<file path="src/rtl/acc_cpu_pkg.sv">
// Package: shared widths, opcode values, sequencer states and the
// control word passed from the sequencer to the datapath.
// Assumes an 8-bit data path with a double-width address.
package acc_cpu_pkg;

    localparam int DW = 8;
    localparam int AW = 2 * DW;

    localparam logic [DW-1:0] OPC_LDI = 8'h9A;
    localparam logic [DW-1:0] OPC_ADC = 8'h8A;
    localparam logic [DW-1:0] OPC_STA = 8'h84;

    typedef enum logic [4:0] {
        ST_IF_A, ST_IF_R, ST_IF_D, ST_DEC,
        ST_IM_A, ST_IM_R, ST_IM_D, ST_IM_X,
        ST_LO_A, ST_LO_R, ST_LO_D, ST_LO_X,
        ST_HI_A, ST_HI_R, ST_HI_D, ST_HI_X,
        ST_EA,   ST_DR,   ST_DD,   ST_ADD,
        ST_SW,   ST_WR,   ST_HALT
    } state_t;

    typedef struct packed {
        logic mar_from_pc;
        logic mar_from_tmp;
        logic mbr_from_mem;
        logic mbr_from_ac;
        logic ir_ld;
        logic pc_inc;
        logic ac_from_mbr;
        logic ac_add;
        logic tl_ld;
        logic th_ld;
        logic rd;
        logic wr;
    } ctl_t;

endpackage

</file>
<file path="src/rtl/acc_cpu_adder.sv">
// Adder: unsigned W-bit add of two operands plus a carry-in, giving a
// W-bit sum and the carry out. Purely combinational.
module acc_cpu_adder #(
    parameter int W = 8
) (
    input  logic [W-1:0] a,
    input  logic [W-1:0] b,
    input  logic         ci,
    output logic [W-1:0] sum,
    output logic         co
);

    // Form the W+1 bit total and split it into sum and carry.
    always_comb begin
        {co, sum} = {1'b0, a} + {1'b0, b} + {{W{1'b0}}, ci};
    end

endmodule

</file>
<file path="src/rtl/acc_cpu_ctrl.sv">
// Sequencer: walks the fixed micro-step sequence and emits one control
// word per cycle. Each memory read takes three states (latch address,
// strobe, capture). Assumes read data arrives the cycle after the strobe.
module acc_cpu_ctrl
    import acc_cpu_pkg::*;
(
    input  logic          clk,
    input  logic          rst_n,
    input  logic [DW-1:0] mbr,
    input  logic [DW-1:0] ir,
    output ctl_t          ctl,
    output logic          halted
);

    state_t st, st_nx;

    // State register with synchronous active-low reset.
    always_ff @(posedge clk) begin
        if (!rst_n) st <= ST_IF_A;
        else        st <= st_nx;
    end

    // Next-state and control-word decode for every micro-step.
    always_comb begin
        st_nx = st;
        ctl   = '0;
        unique case (st)
            ST_IF_A: begin ctl.mar_from_pc = 1'b1; st_nx = ST_IF_R; end
            ST_IF_R: begin ctl.rd = 1'b1; ctl.pc_inc = 1'b1; st_nx = ST_IF_D; end
            ST_IF_D: begin ctl.mbr_from_mem = 1'b1; st_nx = ST_DEC; end
            ST_DEC: begin
                ctl.ir_ld = 1'b1;
                if (mbr == OPC_LDI)                         st_nx = ST_IM_A;
                else if (mbr == OPC_ADC || mbr == OPC_STA)  st_nx = ST_LO_A;
                else                                        st_nx = ST_HALT;
            end
            ST_IM_A: begin ctl.mar_from_pc = 1'b1; st_nx = ST_IM_R; end
            ST_IM_R: begin ctl.rd = 1'b1; ctl.pc_inc = 1'b1; st_nx = ST_IM_D; end
            ST_IM_D: begin ctl.mbr_from_mem = 1'b1; st_nx = ST_IM_X; end
            ST_IM_X: begin ctl.ac_from_mbr = 1'b1; st_nx = ST_IF_A; end
            ST_LO_A: begin ctl.mar_from_pc = 1'b1; st_nx = ST_LO_R; end
            ST_LO_R: begin ctl.rd = 1'b1; ctl.pc_inc = 1'b1; st_nx = ST_LO_D; end
            ST_LO_D: begin ctl.mbr_from_mem = 1'b1; st_nx = ST_LO_X; end
            ST_LO_X: begin ctl.tl_ld = 1'b1; st_nx = ST_HI_A; end
            ST_HI_A: begin ctl.mar_from_pc = 1'b1; st_nx = ST_HI_R; end
            ST_HI_R: begin ctl.rd = 1'b1; ctl.pc_inc = 1'b1; st_nx = ST_HI_D; end
            ST_HI_D: begin ctl.mbr_from_mem = 1'b1; st_nx = ST_HI_X; end
            ST_HI_X: begin ctl.th_ld = 1'b1; st_nx = ST_EA; end
            ST_EA: begin
                ctl.mar_from_tmp = 1'b1;
                st_nx = (ir == OPC_ADC) ? ST_DR : ST_SW;
            end
            ST_DR:   begin ctl.rd = 1'b1; st_nx = ST_DD; end
            ST_DD:   begin ctl.mbr_from_mem = 1'b1; st_nx = ST_ADD; end
            ST_ADD:  begin ctl.ac_add = 1'b1; st_nx = ST_IF_A; end
            ST_SW:   begin ctl.mbr_from_ac = 1'b1; st_nx = ST_WR; end
            ST_WR:   begin ctl.wr = 1'b1; st_nx = ST_IF_A; end
            ST_HALT: st_nx = ST_HALT;
            default: st_nx = ST_HALT;
        endcase
    end

    // Halt flag decoded from the sticky state.
    assign halted = (st == ST_HALT);

    assert_halt_sticky_R6: assert property (@(posedge clk) disable iff (!rst_n)
        halted |=> halted);
    assert_halt_quiet_R6: assert property (@(posedge clk) disable iff (!rst_n)
        halted |-> (!ctl.rd && !ctl.wr));
    assert_bad_opcode_R6: assert property (@(posedge clk) disable iff (!rst_n)
        (st == ST_DEC && mbr != OPC_LDI && mbr != OPC_ADC && mbr != OPC_STA) |=> halted);
    assert_single_read_R2: assert property (@(posedge clk) disable iff (!rst_n)
        ctl.rd |=> !ctl.rd);
    assert_no_rdwr_R2: assert property (@(posedge clk) disable iff (!rst_n)
        !(ctl.rd && ctl.wr));

endmodule

</file>
<file path="src/rtl/acc_cpu_dpath.sv">
// Datapath: program counter, address and data latches, instruction
// latch, split temporary address, accumulator and carry flag, all
// loaded under the sequencer's control word. The address output is the
// address latch; the write data output is the data latch.
module acc_cpu_dpath
    import acc_cpu_pkg::*;
#(
    parameter logic [AW-1:0] RESET_PC = 16'h0100
) (
    input  logic          clk,
    input  logic          rst_n,
    input  ctl_t          ctl,
    input  logic [DW-1:0] mem_rdata,
    output logic [AW-1:0] mem_addr,
    output logic [DW-1:0] mem_wdata,
    output logic [DW-1:0] mbr,
    output logic [DW-1:0] ir
);

    logic [AW-1:0] pc, mar;
    logic [DW-1:0] tl, th, ac, sum;
    logic          cf, co;

    acc_cpu_adder #(.W(DW)) u_add (
        .a(ac), .b(mbr), .ci(cf), .sum(sum), .co(co)
    );

    // Program counter: reset vector, then single-step increments.
    always_ff @(posedge clk) begin
        if (!rst_n)          pc <= RESET_PC;
        else if (ctl.pc_inc) pc <= pc + AW'(1);
    end

    // Address latch: from the program counter or the assembled operand address.
    always_ff @(posedge clk) begin
        if (!rst_n)                mar <= '0;
        else if (ctl.mar_from_pc)  mar <= pc;
        else if (ctl.mar_from_tmp) mar <= {th, tl};
    end

    // Data latch: captures read data or the accumulator for a store.
    always_ff @(posedge clk) begin
        if (!rst_n)                mbr <= '0;
        else if (ctl.mbr_from_mem) mbr <= mem_rdata;
        else if (ctl.mbr_from_ac)  mbr <= ac;
    end

    // Instruction latch and the two halves of the operand address.
    always_ff @(posedge clk) begin
        if (!rst_n) begin
            ir <= '0;
            tl <= '0;
            th <= '0;
        end else begin
            if (ctl.ir_ld) ir <= mbr;
            if (ctl.tl_ld) tl <= mbr;
            if (ctl.th_ld) th <= mbr;
        end
    end

    // Accumulator and carry: load immediate or add with carry.
    always_ff @(posedge clk) begin
        if (!rst_n) begin
            ac <= '0;
            cf <= 1'b0;
        end else if (ctl.ac_from_mbr) begin
            ac <= mbr;
        end else if (ctl.ac_add) begin
            ac <= sum;
            cf <= co;
        end
    end

    assign mem_addr  = mar;
    assign mem_wdata = mbr;

    assert_pc_step_R7: assert property (@(posedge clk) disable iff (!rst_n)
        ctl.pc_inc |=> pc == $past(pc) + AW'(1));
    assert_adc_math_R4: assert property (@(posedge clk) disable iff (!rst_n)
        ctl.ac_add |=> {cf, ac} == ({1'b0, $past(ac)} + {1'b0, $past(mbr)} + {{DW{1'b0}}, $past(cf)}));
    assert_ldi_keeps_carry_R3: assert property (@(posedge clk) disable iff (!rst_n)
        ctl.ac_from_mbr |=> (cf == $past(cf)) && (ac == $past(mbr)));
    assert_store_data_R5: assert property (@(posedge clk) disable iff (!rst_n)
        ctl.wr |-> mem_wdata == ac);
    assert_store_keeps_state_R5: assert property (@(posedge clk) disable iff (!rst_n)
        ctl.wr |=> (ac == $past(ac)) && (cf == $past(cf)));

endmodule

</file>
<file path="src/rtl/acc_cpu.sv">
// Top: joins the sequencer and the datapath and exposes one synchronous
// memory port. Assumes memory returns read data the cycle after mem_rd.
module acc_cpu
    import acc_cpu_pkg::*;
#(
    parameter logic [AW-1:0] RESET_PC = 16'h0100
) (
    input  logic          clk,
    input  logic          rst_n,
    output logic [AW-1:0] mem_addr,
    output logic [DW-1:0] mem_wdata,
    input  logic [DW-1:0] mem_rdata,
    output logic          mem_rd,
    output logic          mem_wr,
    output logic          halted
);

    ctl_t          ctl;
    logic [DW-1:0] mbr, ir;

    acc_cpu_ctrl u_ctrl (
        .clk(clk), .rst_n(rst_n), .mbr(mbr), .ir(ir),
        .ctl(ctl), .halted(halted)
    );

    acc_cpu_dpath #(.RESET_PC(RESET_PC)) u_dpath (
        .clk(clk), .rst_n(rst_n), .ctl(ctl), .mem_rdata(mem_rdata),
        .mem_addr(mem_addr), .mem_wdata(mem_wdata), .mbr(mbr), .ir(ir)
    );

    assign mem_rd = ctl.rd;
    assign mem_wr = ctl.wr;

endmodule

</file>
<file path="config.mk">
export PLATFORM = sky130hd
export DESIGN_NAME = acc_cpu
export DESIGN_NICKNAME = d
export VERILOG_FILES = /design/src/rtl/acc_cpu_pkg.sv /design/src/rtl/acc_cpu_adder.sv /design/src/rtl/acc_cpu_ctrl.sv /design/src/rtl/acc_cpu_dpath.sv /design/src/rtl/acc_cpu.sv
export SDC_FILE = /design/constraint.sdc
export NUM_CORES = 1
export LEC_CHECK = 0
export ABC_CLOCK_PERIOD_IN_PS = 2000
export BUFFER_PORTS_ARGS = -buffer_cell sky130_fd_sc_hd__clkbuf_2
export CAP_MARGIN = 10
export CORE_ASPECT_RATIO = 1.4
export CORE_UTILIZATION = 35
export DETAILED_ROUTE_END_ITERATION = 10
export PLACE_DENSITY_LB_ADDON = 0.2
export SYNTH_ARGS = -nofsm -noshare
export SYNTH_HDL_FRONTEND = slang
export SYNTH_SLANG_ARGS = --single-unit
</file>
<file path="constraint.sdc">
create_clock -name clk -period 2 [get_ports clk]
set_input_delay 0.4 -clock clk [delete_from_list [all_inputs] [get_ports clk]]
set_output_delay 0.4 -clock clk [all_outputs]
set_load 0.01 [all_outputs]
</file>
==> results_dict.tcl, run 1 <==
set metrics [dict create \
    synthFlopType "dfxtp_1" \
    first_iter_violations 157 \
    min_to "u_dpath.mbr[3]$_SDFFE_PN0P_" \
    grt_pass1_vias 3312 \
    wl_um 10300 \
    viasPerCell 5.38 \
    tns_ns 0 \
    multi_input_area_sq_mm 0.00208 \
    dp_worst_setup_slack_ns 0.0954 \
    critPathSlowestCell "dfxtp_1" \
    nets 495 \
    critPathArrivalTime_ns 2.08 \
    row_count 44 \
    hold_viol_final 0 \
    avgSynthCellArea_sq_um 8.88 \
    cap_violations 0 \
    place_hpwl_um 7380 \
    yosys_warnings 0 \
    clockBufferDepth 2 \
    yosysSeqAreaShare 0.413 \
    grt_pass1_wl_um 16800 \
    path_cells "fa_2, inv_1, fa_1, nand2b_1, a21oi_2, buf_4, o21a_1, o221ai_1" \
    fin_crit_sh 0.936 \
    gr-usage-all-layers 0.190 \
    setup_viol_count_final 0 \
    cts_tree "built" \
    skew_ns 0.00663 \
    r2r_slack_ns 0.13 \
    tightest_slew_ns 0.550 \
    rsz0062_at_grt "no" \
    synth_cell_types 72 \
    die_area_sq_mm 0.0112 \
    status "finished, final reports clean" \
    fp.dieW_um 89.9 \
    synthesis.nets 446 \
    clock_latency_ns 0.34 \
    areaGrowthSynthToFinish_pct 20.7 \
    drt-pass1-iter-count 5 \
    ys_async_sr_fraction 0 \
    seq_area_sq_mm 0.00157 \
    drv_slew 0 \
    post-route-min-period_ns 1.87 \
    r2r_cells 8 \
    end_kind "flip-flop" \
    gr-total-overflow 0 \
    vias 3325 \
    setup.worst_path.start_class "flip-flop" \
    die_y_um 125 \
    synth-seq-cells 78 \
    setup_slack_ns 0.127 \
    r2r_start "u_dpath.cf$_SDFFE_PN0P_" \
    total_power_mw 3.98 \
    synth-edff-count 0 \
    critPathMaxStageDelay_ns 0.37 \
    p_leak_nw 1.65 \
    relSlewSlack 0.633 \
    timing.fmax_ghz 0.534 \
    root_buffer "clkbuf_16" \
    drc_errors 0 \
    clkTransAtPathRegs_ns 0.06 \
    numCtsBuffers 9 \
    crit_type "flip-flop to flip-flop" \
    crit_path_max_fanout 3 \
    power_density_mw_per_mm2 872 \
    drt.antenna.violating_nets 0 \
    regToRegEndpoint "u_dpath.ac[6]$_SDFFE_PN0P_" \
    min_path_cells 3 \
    peakVddDrop_v 0.000410 \
    hold_path_startpoint "mem_rdata[3]" \
    hp-class "primary input to flip-flop" \
    ios 37 \
    htreeDepth 3 \
    drive_gt1_frac 0.204 \
    synth.cell_area_sq_mm 0.00378 \
    n_antenna_cell 0 \
    fill_cells 1075 \
    required_ns 2.21 \
    start_util 0.362 \
    core_area_sq_mm 0.0105 \
    portBuffers 36 \
    gp_congestion 0.897 \
    crit_start "u_dpath.cf$_SDFFE_PN0P_" \
    synthCells 426 \
    grt_max_degree 75 \
    numClockSinks 78 \
    wire_per_inst_um 16.6 \
    grt_antenna_before_repair 0 \
]
## cell usage after synthesis (all sizes together), types with 2 or more instances
cell type | n | share of area
or3b | 2 | 0.0053
and2 | 3 | 0.0050
nor2 | 37 | 0.038
o21a | 5 | 0.0099
a211oi | 3 | 0.0073
nor3b | 2 | 0.0053
nand3 | 14 | 0.019
inv | 6 | 0.0060
a211o | 2 | 0.0046
xor2 | 7 | 0.016
and3b | 2 | 0.0050
nand2 | 53 | 0.053
xnor2 | 5 | 0.012
a21oi | 48 | 0.064
o221ai | 18 | 0.042
ha | 8 | 0.026
a221oi | 2 | 0.0046
nor4b | 2 | 0.0046
or2 | 4 | 0.0066
a22oi | 13 | 0.027
and4 | 2 | 0.0046
nand2b | 5 | 0.0083
dfxtp | 78 | 0.41
nor2b | 4 | 0.0066
nand4 | 5 | 0.0083
a31oi | 2 | 0.0033
and3 | 2 | 0.0033
a32oi | 3 | 0.0069
buf | 12 | 0.022
fa | 2 | 0.011
or3 | 6 | 0.0099
o21ai | 10 | 0.013
clkbuf | 12 | 0.012
mux2i | 18 | 0.048
nor3 | 8 | 0.016
nand3b | 2 | 0.0050
## layout by cell type, fill, tap and decap left out, drive strengths merged, types with 8 or more instances in the layout
cell type / n
a21oi: 48
a22oi: 13
buf: 26
clkbuf: 47
dfxtp: 78
ha: 8
mux2i: 18
nand2: 53
nand3: 14
nor2: 37
nor3: 8
o21ai: 10
o221ai: 18
## what timing repair did
item                       CTS  global route
setup endpoints to repair    0             6
hold buffers                 0             0
buffers inserted             0             0
resized for setup            0             4
## cell families (layout without fill, tap and decap cells)
| logic type | Yosys count | after routing | share of synthesized area |
|---|---|---|---|
| AO/OA/AOI/OAI | 120 | 120 | 0.217 |
| flip-flops | 78 | 78 | 0.413 |
| buffers and inverters | 30 | 84 | 0.0397 |
| adder cells (fa/ha/maj) | 10 | 10 | 0.0371 |
| XOR/XNOR | 12 | 12 | 0.0278 |
| AND/OR/NAND/NOR | 158 | 158 | 0.218 |
| multiplexers | 18 | 18 | 0.0476 |
## metal layers
metal,wire [um],vias up,GRT usage
met1,4030,1592,0.204
met2,5820,63,0.372
met5,0,-,0
li1,-,1662,-
met3,310,8,0.0280
met4,111,0,0.0683
## state kept, by name (all words and copies together), names as in the netlist
register and cells:
u_dpath.mbr 8, u_dpath.pc 16, u_dpath.cf 1, u_dpath.mem_addr 16
u_ctrl.st 5, u_dpath.tl 8, u_dpath.ir 8, u_dpath.th 8
u_dpath.ac 8
## through the flow
step	hold slack, ns	instance area (sq um)	util	std cells
6_report	0.334	4560	0.436	618
5_1_grt	0.354	4560	0.436	618
4_1_cts	0.332	4560	0.436	618
3_5_place_dp	0.446	4220	0.403	602
3_3_place_gp	0.442	4220	0.403	602
2_1_floorplan	0.431	3780	-	426
## power by group
group	leakage (nW)	internal, mW	switching, mW	total (mW)
clock network	0.160	1.22	0.656	1.88
registers	0.632	1.59	0.0519	1.65
logic	0.853	0.172	0.281	0.454
## worst max-delay path: cells and delay by family (launching register included)
kind                     cells  cell delay (ns)
flip-flops                   1             0.37
AO/OA/AOI/OAI                3             0.40
AND/OR/NAND/NOR              1             0.18
adder cells (fa/ha/maj)      2             0.60
buffers and inverters        2             0.19
## layout make-up
class | instances | area share
clock buffers | 11 | 0.0510
well taps | 138 | 0.0378
clock inverters | 5 | 0.0233
inverters | 6 | 0.00493
repair buffers | 62 | 0.0850
flip-flops and latches | 78 | 0.343
multi-input cells | 318 | 0.455
## worst max-delay path by stage
stage                                            end  slack (ns)  cells after the start
after floorplan              u_dpath.cf$_SDFFE_PN0P_         0.1                      7
after global placement    u_dpath.ac[6]$_SDFFE_PN0P_        0.15                      8
after detailed placement  u_dpath.ac[6]$_SDFFE_PN0P_         0.1                      8
after CTS                                     halted        0.08                      4
after global routing      u_dpath.ac[6]$_SDFFE_PN0P_        0.02                      6
final                     u_dpath.ac[6]$_SDFFE_PN0P_        0.13                      8
(Power assumes the default switching activity.)
==> inputs of run 2 (changes only) <==
- GPL_TIMING_DRIVEN: not set -> 0
- SYNTH_HIERARCHICAL: not set -> 1
==> results_dict.tcl, run 2 <==
set metrics [dict create \
    dp_cells 603 \
    skew_ns 0.00680 \
    synthTopCellsByCount "dfxtp_1, nor2_1, mux2i_1" \
    synthFlopType "dfxtp_1" \
    final_cell_mix "nor2_1, dfxtp_1, mux2i_1, clkbuf_2, mux2_2" \
    relSlewSlack 0.561 \
    hold_path_startpoint "mem_rdata[4]" \
    hold_viol_final 0 \
    avgSynthCellArea_sq_um 9.40 \
    portBuffers 36 \
    crit_top_cell "fa_2" \
    tightest_slew_ns 0.658 \
    fp.dieW_um 92.4 \
    die_y_um 129 \
    final_area_sq_mm 0.00496 \
    setup.worst_path.start_class "flip-flop" \
    synthesis.nets 446 \
    r2r_cells 8 \
    r2r_start "u_dpath/ac[0]$_SDFFE_PN0P_" \
    status "finished with violations" \
    drc_errors 0 \
    hp-class "primary input to flip-flop" \
    synth.cell_area_sq_mm 0.00401 \
    critPathSlowestCell "fa_2" \
    synth-seq-cells 78 \
    place_hpwl_um 6790 \
    ios 37 \
    regToRegEndpoint "u_dpath/ac[4]$_SDFFE_PN0P_" \
    drv_slew 0 \
    p_leak_nw 1.96 \
    peakVddDrop_v 0.000442 \
    final_common_cell "nor2_1" \
    layout.cells.non_filler 630 \
    yosys_warnings 6 \
    setup_viol_count_final 3 \
    violations "setup timing" \
    yosys.area.top_type "dfxtp_1" \
    start_util 0.365 \
    min_to "u_dpath/mbr[4]$_SDFFE_PN0P_" \
    gr-usage-all-layers 0.165 \
    critPathArrivalTime_ns 2.31 \
    hold_slack_ns 0.304 \
    required_ns 2.21 \
    tns_ns -0.283 \
    place_area_sq_mm 0.00438 \
    cap_violations 0 \
    crit_buf_inv 0 \
    clock_latency_ns 0.33 \
    crit_family "adder cells" \
    synth_cell_types 51 \
    utilization 0.452 \
    power_density_mw_per_mm2 791 \
    numCtsBuffers 9 \
    vias 3239 \
    yosysMostFrequentCell "dfxtp_1" \
    wire_per_inst_um 15.2 \
    dp_worst_setup_slack_ns -0.397 \
    root_buffer "clkbuf_16" \
    synth_top_area_frac 0.390 \
    drt.antenna.violating_nets 0 \
    crit_path_max_fanout 2 \
    crit_type "flip-flop to flip-flop" \
    numClockSinks 78 \
    core_area_sq_mm 0.0110 \
    cts_tree "built" \
    grt_antenna_before_repair 0 \
    ys_async_sr_fraction 0 \
    first_iter_violations 111 \
    n_antenna_cell 0 \
    fin_crit_sh 1.05 \
    timing.fmax_ghz 0.475 \
    synth.area.top_cells "dfxtp_1, mux2i_1, mux2_2" \
    min_path_cells 3 \
    areaGrowthSynthToFinish_pct 24.0 \
    viasPerCell 5.14 \
    htreeDepth 3 \
    die_area_sq_mm 0.0119 \
    row_count 45 \
    post-route-min-period_ns 2.11 \
    synthCells 426 \
    wl_um 9550 \
    grt_max_degree 14 \
    rsz0062_at_grt "yes" \
    path_cells "fa_2, fa_2, a21oi_2, o21bai_1, xor2_1, mux2_4, mux2i_1, nor2_1" \
    grt_pass1_wl_um 15400 \
    nets 504 \
    fill_cells 1103 \
    end_kind "flip-flop" \
    gp_congestion 0.817 \
    total_power_mw 3.93 \
    gr-total-overflow 0 \
    synth-edff-count 0 \
    drt-pass1-iter-count 4 \
    drive_gt1_frac 0.313 \
    clockBufferDepth 2 \
    clkTransAtPathRegs_ns 0.06 \
    grt_pass1_vias 3154 \
    r2r_slack_ns -0.11 \
    yosysSeqAreaShare 0.390 \
    critPathMaxStageDelay_ns 0.43 \
    setup_slack_ns -0.107 \
]
==> run 2: cell type report <==
cell class,count,area (sq um),area share
well taps,141,176,0.0355
clock inverters,6,86.3,0.0174
inverters,7,26.3,0.00529
clock buffers,10,229,0.0461
plain buffers,35,203,0.0408
repair buffers,48,278,0.0559
flip-flops and latches,78,1590,0.320
multi-input cells,305,2380,0.479
==> run 2: worst register-to-register path, stage by stage, from the launching register on <==
cell,delay (ns)
dfxtp_2,0.33
fa_2,0.43
fa_2,0.37
a21oi_2,0.19
o21bai_1,0.10
xor2_1,0.15
mux2_4,0.26
mux2i_1,0.12
nor2_1,0.05
==> run 2: worst max-delay path by stage <==
stage,start,end,slack [ns],depth (start not counted)
floorplan,u_ctrl/st[4]$_SDFF_PN0_,u_dpath/mem_addr[10]$_SDFFE_PN0P_,0.01,9
global placement,u_ctrl/st[4]$_SDFF_PN0_,u_dpath/mem_addr[13]$_SDFFE_PN0P_,-0.42,9
detailed placement,u_ctrl/st[4]$_SDFF_PN0_,u_dpath/mem_addr[12]$_SDFFE_PN0P_,-0.40,9
CTS,u_dpath/ac[0]$_SDFFE_PN0P_,u_dpath/ac[4]$_SDFFE_PN0P_,-0.07,8
global route,u_dpath/ac[0]$_SDFFE_PN0P_,u_dpath/ac[6]$_SDFFE_PN0P_,-0.16,8
finish,u_dpath/ac[0]$_SDFFE_PN0P_,u_dpath/ac[4]$_SDFFE_PN0P_,-0.11,8
==> run 2: report_power, final <==
| group | switching (mW) | internal [mW] |
|---|---|---|
| logic | 0.276 | 0.257 |
| clock network | 0.637 | 1.09 |
| registers | 0.0702 | 1.60 |
| total | 0.984 | 2.94 |
==> run 2: cells by family after synthesis <==
| kind of cell | synth area share |
|---|---|
| xor gates and xnor gates | 0.0175 |
| buffers and inverters | 0.0509 |
| and+or+nand+nor | 0.180 |
| DFF | 0.390 |
| muxes | 0.245 |
| AOI/OAI and AO/OA | 0.0822 |
| adders and majority gates | 0.0350 |
==> run 2: what timing repair did <==
item / 4_1_cts / 5_1_grt
setup endpoints to repair: 43 / 50
hold buffers: 0 / 0
resized for setup: 27 / 24
buffers inserted: 8 / 4
pin swaps: 4 / 6
==> run 2: metal layers <==
| layer | vias to the layer above | track usage | share of wire |
|---|---|---|---|
| met3 | 13 | 0.0343 | 0.033 |
| li1 | 1622 | - | - |
| met1 | 1542 | 0.192 | 0.44 |
| met2 | 62 | 0.296 | 0.51 |
| met5 | - | 0 | 0 |
| met4 | 0 | 0.0634 | 0.016 |
==> inputs of run 3 (changes only) <==
- ABC_CLOCK_PERIOD_IN_PS: 2000 -> 1900
- clock period: 2 -> 1.9 ns (I/O delays scaled with it)
==> results_dict.tcl, run 3 (same netlist as run 2, synthesis figures left out) <==
set metrics [dict create \
    viasPerCell 5.19 \
    critPathMaxStageDelay_ns 0.40 \
    cap_violations 0 \
    core_area_sq_mm 0.0110 \
    start_util 0.365 \
    final_cell_mix "nor2_1, dfxtp_1, mux2i_1, clkbuf_2, buf_4" \
    crit_type "flip-flop to flip-flop" \
    drt-pass1-iter-count 4 \
    gp_congestion 0.795 \
    cts_tree "built" \
    hp-class "primary input to flip-flop" \
    drc_errors 0 \
    n_antenna_cell 0 \
    die_area_sq_mm 0.0119 \
    gr-usage-all-layers 0.172 \
    areaGrowthSynthToFinish_pct 31.9 \
    power_density_mw_per_mm2 802 \
    timing.fmax_ghz 0.486 \
    grt_antenna_before_repair 0 \
    wl_um 10300 \
    grt_max_degree 14 \
    vias 3336 \
    r2r_slack_ns -0.16 \
    fp.dieW_um 92.4 \
    drive_gt1_frac 0.353 \
    utilization 0.481 \
    relSlewSlack 0.596 \
    wire_per_inst_um 16.0 \
    portBuffers 36 \
    fin_crit_sh 1.08 \
    htreeDepth 3 \
    row_count 45 \
    hold_viol_final 0 \
    setup_slack_ns -0.156 \
    crit_path_max_fanout 2 \
    drt.antenna.violating_nets 0 \
    setup.worst_path.start_class "flip-flop" \
    nets 517 \
    crit_top_cell "fa_2" \
    first_iter_violations 138 \
    status "finished with violations" \
    clockBufferDepth 2 \
    critPathSlowestCell "fa_2" \
    rsz0062_at_grt "yes" \
    tightest_slew_ns 0.606 \
    dp_worst_setup_slack_ns -0.361 \
    required_ns 2.11 \
    cts_hold_buf 0 \
    die_y_um 129 \
    violations "setup timing" \
    skew_ns 0.00892 \
    clock_latency_ns 0.34 \
    end_kind "flip-flop" \
    ios 37 \
    clkTransAtPathRegs_ns 0.06 \
    grt_pass1_vias 3205 \
    p_leak_nw 2.10 \
    gr-total-overflow 0 \
    grt_pass1_wl_um 15700 \
    post-route-min-period_ns 2.06 \
    path_cells "fa_2, fa_2, a21oi_2, o21a_1, xnor2_1, mux2_2, mux2i_1, nor2_1" \
    place_hpwl_um 6880 \
    numCtsBuffers 9 \
    peakVddDrop_v 0.000444 \
    root_buffer "clkbuf_16" \
    drv_slew 0 \
    setup_viol_count_final 7 \
    numClockSinks 78 \
    hold_slack_ns 0.281 \
    final_common_cell "nor2_1" \
    critPathArrivalTime_ns 2.27 \
]
## run 3: cell count changes in the layout (fill, tap and decap cells not counted), sizes merged
cell / previous run / this run
buf: 30 / 40
clkbuf: 63 / 68
clkinv: 3 / 1
bufinv: 2 / 1
clkinvlp: 1 / 2
## run 3: worst paths after layout
path,cells past startpoint,to,startpoint
worst max-delay path,8,u_dpath/ac[6]$_SDFFE_PN0P_,u_dpath/ac[0]$_SDFFE_PN0P_
worst min-delay path,3,u_dpath/mbr[1]$_SDFFE_PN0P_,mem_rdata[1]
worst max register to register,8,u_dpath/ac[6]$_SDFFE_PN0P_,u_dpath/ac[0]$_SDFFE_PN0P_
worst min register to register,2,u_dpath/pc[15]$_SDFFE_PN0P_,u_dpath/pc[15]$_SDFFE_PN0P_
## run 3: what timing repair did
action                                  4_1_cts  5_1_grt
setup buffers                                10       13
endpoints found under the setup margin       52       50
gates cloned                                  0        2
resized for setup                            40       59
pin swaps                                     5       10
## run 3: metrics by stage
step | TNS, ns | total power [mW] | std cells | cell area (sq um)
after floorplan | -0.139 | 2.15 | 426 | 4030
after global placement | -10.66 | 2.29 | 603 | 4390
after detailed placement | -10.62 | 2.30 | 603 | 4390
after CTS | -0.510 | 4.19 | 629 | 4970
after global routing | -1.86 | 4.39 | 643 | 5280
final | -0.582 | 4.23 | 643 | 5280
## run 3: cell type report
type                       count  area [sq um]
fill                        1053          5700
multi-input combinational    305          2490
sequential                    78          1590
timing repair buffer          60           409
clock buffer                  12           267
buffer                        36           267
tap                          141           176
clock inverter                 4          53.8
inverter                       7          26.3
## run 3: where the power goes
part           internal (mW)  switching (mW)
clock                   1.13           0.696
combinational          0.331           0.336
sequential              1.68          0.0623
## run 3: metal layers
| layer | up-vias | wire length [um] | global-route usage |
|---|---|---|---|
| met5 | - | 0 | 0 |
| met4 | 0 | 269 | 0.0827 |
| met3 | 18 | 241 | 0.0301 |
| met2 | 61 | 5270 | 0.309 |
| met1 | 1620 | 4500 | 0.196 |
| li1 | 1637 | - | - |
## run 3: critical path, delay by kind of cell (launching register included)
family                     cells  cell delay (ns)
DFF                            1             0.33
AOI/OAI and AO/OA              2             0.34
and+or+nand+nor                1             0.05
xor gates and xnor gates       1             0.07
muxes                          2             0.38
adders and majority gates      2             0.76
